File: config.mk
export PLATFORM = sky130hd
export DESIGN_NAME = tp_pipeline
export DESIGN_NICKNAME = d
export VERILOG_FILES = /design/src/rtl/tp_pkg.sv /design/src/rtl/tp_stage.sv /design/src/rtl/tp_req_delay.sv /design/src/rtl/tp_link_fn.sv /design/src/rtl/tp_pipeline.sv
export SDC_FILE = /design/constraint.sdc
export NUM_CORES = 1
export LEC_CHECK = 0
export BUFFER_PORTS_ARGS = -buffer_cell sky130_fd_sc_hd__buf_2
export CAP_MARGIN = 25
export CORE_MARGIN = 2
export CORE_UTILIZATION = 30
export CTS_CLUSTER_SIZE = 40
export DETAILED_ROUTE_END_ITERATION = 7
export GPL_TIMING_DRIVEN = 0
export MAX_ROUTING_LAYER = met4
export PLACE_DENSITY = 0.48
export SKIP_CTS_REPAIR_TIMING = 1
export SLEW_MARGIN = 20
export SYNTH_ARGS = -nofsm -noshare
export SYNTH_HDL_FRONTEND = slang
export SYNTH_SLANG_ARGS = --single-unit
File: constraint.sdc
create_clock -name clk -period 3.3 [get_ports clk]
set_input_delay 0.165 -clock clk [delete_from_list [all_inputs] [get_ports clk]]
set_output_delay 0.165 -clock clk [all_outputs]
set_load 0.005 [all_outputs]
File: src/rtl/tp_pkg.sv
package tp_pkg;

  // Value added by inner link idx (link between stage idx and idx+1).
  function automatic int link_offset(input int idx);
    return idx + 1;
  endfunction

  // Cycles from a left request edge to the right request edge, empty pipe.
  function automatic int empty_latency(input int stages, input int dly);
    return 1 + (stages - 1) * (dly + 1);
  endfunction

endpackage

File: src/rtl/tp_stage.sv
module tp_stage #(
  parameter int W = 16
) (
  input  logic         clk,
  input  logic         rst_n,
  input  logic         req_i,
  input  logic [W-1:0] data_i,
  input  logic         next_done_i,
  output logic         done_o,
  output logic [W-1:0] data_o,
  output logic         en_o
);
  logic         done_q;
  logic [W-1:0] data_q;

  // Single-gate controller: open while own and downstream toggles agree.
  assign en_o = ~(done_q ^ next_done_i);

  always_ff @(posedge clk) begin
    if (!rst_n) begin
      done_q <= 1'b0;
      data_q <= '0;
    end else if (en_o) begin
      done_q <= req_i;
      data_q <= data_i;
    end
  end

  assign done_o = done_q;
  assign data_o = data_q;
endmodule

File: src/rtl/tp_req_delay.sv
module tp_req_delay #(
  parameter int DLY = 2
) (
  input  logic clk,
  input  logic rst_n,
  input  logic req_i,
  output logic req_o
);
  generate
    if (DLY == 0) begin : g_wire
      assign req_o = req_i;
    end else begin : g_line
      logic [DLY-1:0] tap_q;
      always_ff @(posedge clk) begin
        if (!rst_n) tap_q <= '0;
        else if (DLY == 1) tap_q[0] <= req_i;
        else tap_q <= {tap_q[DLY-2:0], req_i} & {DLY{1'b1}};
      end
      assign req_o = tap_q[DLY-1];
    end
  endgenerate
endmodule

File: src/rtl/tp_link_fn.sv
module tp_link_fn #(
  parameter int W      = 16,
  parameter int IDX    = 0,
  parameter bit USE_FN = 1'b1
) (
  input  logic [W-1:0] data_i,
  output logic [W-1:0] data_o
);
  generate
    if (USE_FN) begin : g_add
      assign data_o = data_i + W'(tp_pkg::link_offset(IDX));
    end else begin : g_pass
      assign data_o = data_i;
    end
  endgenerate
endmodule

File: src/rtl/tp_pipeline.sv
module tp_pipeline #(
  parameter int W         = 16,
  parameter int N         = 4,
  parameter int MATCH_DLY = 2,
  parameter bit USE_FN    = 1'b1
) (
  input  logic         clk,
  input  logic         rst_n,
  input  logic         in_req,
  input  logic [W-1:0] in_data,
  output logic         in_ack,
  output logic         out_req,
  output logic [W-1:0] out_data,
  input  logic         out_ack
);
  localparam int LINK_DLY = USE_FN ? MATCH_DLY : 0;

  // Named internal events, brought out for the checker.
  logic [N-1:0]   done_vec;
  logic [N-1:0]   req_vec;
  logic [N-1:0]   en_vec;
  logic [N-1:0]   next_vec;
  logic [N*W-1:0] q_flat;
  logic [W-1:0]   q_arr [N];
  logic [W-1:0]   d_arr [N];

  assign req_vec[0] = in_req;
  assign d_arr[0]   = in_data;

  generate
    for (genvar k = 0; k < N; k++) begin : g_stage
      if (k == N - 1) begin : g_last
        assign next_vec[k] = out_ack;
      end else begin : g_inner
        assign next_vec[k] = done_vec[k+1];
      end

      tp_stage #(.W(W)) u_stage (
        .clk         (clk),
        .rst_n       (rst_n),
        .req_i       (req_vec[k]),
        .data_i      (d_arr[k]),
        .next_done_i (next_vec[k]),
        .done_o      (done_vec[k]),
        .data_o      (q_arr[k]),
        .en_o        (en_vec[k])
      );

      assign q_flat[k*W +: W] = q_arr[k];

      if (k < N - 1) begin : g_link
        tp_req_delay #(.DLY(LINK_DLY)) u_match (
          .clk   (clk),
          .rst_n (rst_n),
          .req_i (done_vec[k]),
          .req_o (req_vec[k+1])
        );
        tp_link_fn #(.W(W), .IDX(k), .USE_FN(USE_FN)) u_fn (
          .data_i (q_arr[k]),
          .data_o (d_arr[k+1])
        );
      end
    end
  endgenerate

  assign in_ack   = done_vec[0];
  assign out_req  = done_vec[N-1];
  assign out_data = q_arr[N-1];
endmodule

### Yosys cells after proc, flatten, opt, wreduce, memory -nomap -nowiden

Cells that the tools add are included.

* $add $sub $neg: 3
* bitwise logic cells: 4
* magnitude comparators: 0
* multipliers: 0
* eq/ne operators: 0
* shift operators: 0
* mux-type cells: 0
* reduce and logical (&&, ||, !) cells: 0
* divide/modulo/power cells: 0

Operator list (count)
* $add A16 B2 Y16 const B: 2
* $add A16 B1 Y16 const B: 1
* $xor A1 B1 Y1: 4

* bits in read-only memories: 0
* word-level logic and storage cells: 18
* bits of input ports: 20
* RAM bits: 0
* memories kept: 0
* output and inout port bits: 18
* bits in registers: 74
* bits in latches: 0

### Logic depth before layout (Yosys ltp)

* word-level depth: 1
* mapped depth: 6
* gate-level depth less buffers: 6

### Modules after synthesis

Synthesis repeated with hierarchy kept, for this count alone.

* cells, all modules: 441
* area total of the unflattened synthesis: 3834.9 um^2

Modules (own cells, without submodules)
* tp_stage: times used 4, seq. area each 340.3 um^2, cells each 76, area each 693.2 um^2
* tp_link_fn at g_stage[2].g_link.u_fn: times used 1, seq. area each 0.0 um^2, cells each 43, area each 319.1 um^2
* tp_link_fn at g_stage[0].g_link.u_fn: times used 1, seq. area each 0.0 um^2, cells each 43, area each 297.8 um^2
* tp_link_fn at g_stage[1].g_link.u_fn: times used 1, seq. area each 0.0 um^2, cells each 39, area each 287.8 um^2
* tp_req_delay: times used 3, seq. area each 40.0 um^2, cells each 4, area each 52.6 um^2

### Worst setup path after synthesis

Ideal clock, no wire load.

* path type: flip-flop to flip-flop
* start point: register g_stage[2].u_stage.data_q[0]
* end point: register g_stage[3].u_stage.data_q[12]
* setup time: 133 ps
* path slack: 1874 ps
* clock period less this slack: 1426 ps
* arrival time: 1293 ps
* data required time: 3167 ps
* stages on the path, launching flop included: 7
* path buffers: 0
* cells stage by stage: dfxtp_1 > inv_1 > ha_1 > nand3b_1 > nor4_1 > xnor2_1 > a21oi_1

* cells in the longest elaborated chain, start to end: 1

Ends and longest elaborated chain
* from (decl): RTL line tp_stage.sv:14 `logic [W-1:0] data_q;`
* from (signal assigned): RTL line tp_stage.sv:25 `data_q <= data_i;`
* $add A16 B2 Y16: RTL line tp_link_fn.sv:11 `assign data_o = data_i + W'(tp_pkg::link_offset(IDX));`
* to (signal assigned): RTL line tp_stage.sv:25
* to (decl): RTL line tp_stage.sv:14

No other way between the ends.
A chain may end at the register's enable or synchronous reset.

### Worst setup path in the final report

* start point: register g_stage[2].u_stage.data_q[0]
* end point: register g_stage[3].u_stage.data_q[14]

The elaborated chain is that of the path after synthesis.

==> impl_metrics.toml <==
[worst_setup_path]
path_cells = "inv_1, ha_1, nand3b_1, nor4_1, xnor2_1, a21oi_1"
path_class = "register to register"
arrival_ns = 1.83
end_kind = "register"
start_kind = "register"
critPathMaxFanout = 6
cp.required_ns = 3.51
slowest_stage = "dfxtp_1"
worst_path_largest_cell_delay_ns = 0.35

[clock_network]
insertion_delay_ns = 0.34
htree_levels = 3
clkSinkCount = 74
cts_root_buf = "clkbuf_8"
cts_buffer_depth = 2
clkSlewWorstSetupHoldPaths_ns = 0.07
cts_buffers = 9
cts_tree = "done"

[timing]
drv_slew = 0
rsz0062_at_grt = "false"
finalCritPeriodShare = 0.4909
max_freq_mhz = 617.3
setup_tns_ns = 0
fin_skew_ns = 0.009529
holdWs_ns = 0.05349
maxSlewHeadroom = 0.6208
finalHoldViolations = 0
fin_crit_ns = 1.620
worst_pin_slew_ns = 0.5687
setup_viol = 0

[grt]
grt_pass1_vias = 2578
grt_overflow = 0
track_usage = 0.1364
antenna_found_initial = 0
grt_max_degree = 12
grt_pass1_wl_um = 12370

[final_layout]
final_common_cell = "dfxtp_1"
diodes = 0
drive_above_1_share = 0.1364
final_cell_mix = "74 x dfxtp_1, 50 x a21oi_1, 43 x nand2_1"
fin_cells = 576
fin_util = 0.3648
layout.nets = 458
area_growth_pct = 17.03

[die]
core_um2 = 10420
die_width_um = 108.0
rows = 37
initial_core_util = 0.3117
die_h_um = 108.0
die_area_um2 = 11670
io_pins = 38

[yosys]
yosys_warnings = 0
ys_types = 31
postSynthAreaPerCell_um2 = 8.390
seq_area_frac_synth = 0.4563
synth.area.top_cells = "dfxtp_1 46%, xnor2_1 9.4%, a21oi_1 7.7%"
synth_fp_nets = 410
netlist_area_um2 = 3247
synthFlopType = "dfxtp_1"
synth_top_area_cell = "dfxtp_1"
synth_edf_count = 0
netlist.area_leader.share = 0.4563
async_reset_ff_frac = 0
ys_ff_latch = 74
syn_inst = 387

[detailed_routing]
ant_nets = 0
num_vias = 2706
drc = 0
dr.first_iter.drc_count = 114
drt_first_pass_iters = 4
vias_per_cell = 4.698
routed_wl_um = 7181
routedWlPerCell_um = 12.47

[pwr]
p_leak_uw = 0.001369
ir_drop_uv = 211.0
power.density_nw_per_um2 = 516.1
power_uw = 1961

[run]
cap_violations = 0

[placement]
gp_congestion = 0.8356
io_buffers = 37
place_hpwl_um = 5239
place_inst = 560

[status]
status = "finished clean"

[worst_hold_path]
min_path_type = "primary input to register"
## cell usage after synthesis (2+ instances only)
| master | instances |
|---|---|
| mux2i_1 | 4 |
| a21oi_1 | 50 |
| ha_1 | 3 |
| nor3_1 | 9 |
| clkbuf_1 | 13 |
| dfxtp_1 | 74 |
| a31oi_1 | 2 |
| and2_1 | 7 |
| xnor2_1 | 35 |
| a211oi_1 | 11 |
| inv_1 | 14 |
| nand3_1 | 12 |
| buf_1 | 2 |
| xor2_1 | 9 |
| nor4_1 | 13 |
| nor2_1 | 30 |
| nand2_1 | 43 |
| buf_2 | 4 |
| o21ai_0 | 33 |
| nand4_2 | 2 |
| nand4_1 | 7 |
## cell type report
class / count / area (um^2)
sequential: 74 / 1481
inverter: 15 / 56.30
clock inverter: 2 / 35.03
buffer: 19 / 76.32
tap: 136 / 170.2
clock buffer: 14 / 162.7
timing repair buffer: 37 / 185.2
fill: 1128 / 6616
multi-input combinational: 279 / 1633
## metrics by stage
stage	setup slack (ns)	cell area, um^2
2_1_floorplan	1.874	3247
3_3_place_gp	1.705	3602
3_5_place_dp	1.704	3602
4_1_cts	1.681	3800
5_1_grt	1.531	3800
6_report	1.680	3800
## per-layer routing
| layer | GRT usage | vias to the layer above | share of wire |
|---|---|---|---|
| met5 | - | - | 0 |
| li1 | - | 1438 | - |
| met1 | 0.1761 | 1193 | 0.52 |
| met2 | 0.2089 | 63 | 0.42 |
| met4 | 0.03388 | 0 | 0.017 |
| met3 | 0.04159 | 12 | 0.042 |
## worst paths after layout
check                                                                from                                        end  slack (ns)  cells after the start
worst min-delay path                                          in_data[10]              g_stage[0].u_stage.data_o[10]        0.05                      3
worst min register to register  g_stage[2].g_link.u_match.g_line.tap_q[0]  g_stage[2].g_link.u_match.g_line.tap_q[1]        0.44                      1
worst max-delay path                         g_stage[2].u_stage.data_o[0]              g_stage[3].u_stage.data_o[14]        1.68                      6
worst max register to register               g_stage[2].u_stage.data_o[0]              g_stage[3].u_stage.data_o[14]        1.68                      6
## kinds of logic after synthesis
kind of cell,synth area share
flops,0.4563
simple gates,0.1927
buf+inv,0.04085
mux,0.01233
xor+xnor,0.1187
fa+ha+maj,0.01464
compound gates,0.1645
## worst max-delay path: cells and delay by family, from the launching register on
kind            cells  cell delay, ns
compound gates      1            0.08
xor+xnor            1            0.16
flops               1            0.35
fa+ha+maj           1            0.22
buf+inv             1            0.08
simple gates        2            0.61
## power breakdown
part	total, uW	leakage [uW]	switching, uW	internal (uW)
logic	219	0.000660	120	99.9
registers	1030	0.000608	71.9	961
clock network	708	0.000101	317	391
## state kept, by name, summed over array words and instances, names as in the netlist
name and flops:
g_stage.g_link.u_match.g_line.tap_q 6, g_stage.u_stage.done_o 4, g_stage.u_stage.data_o 64
No activity file was read; power rests on OpenSTA's default activity.
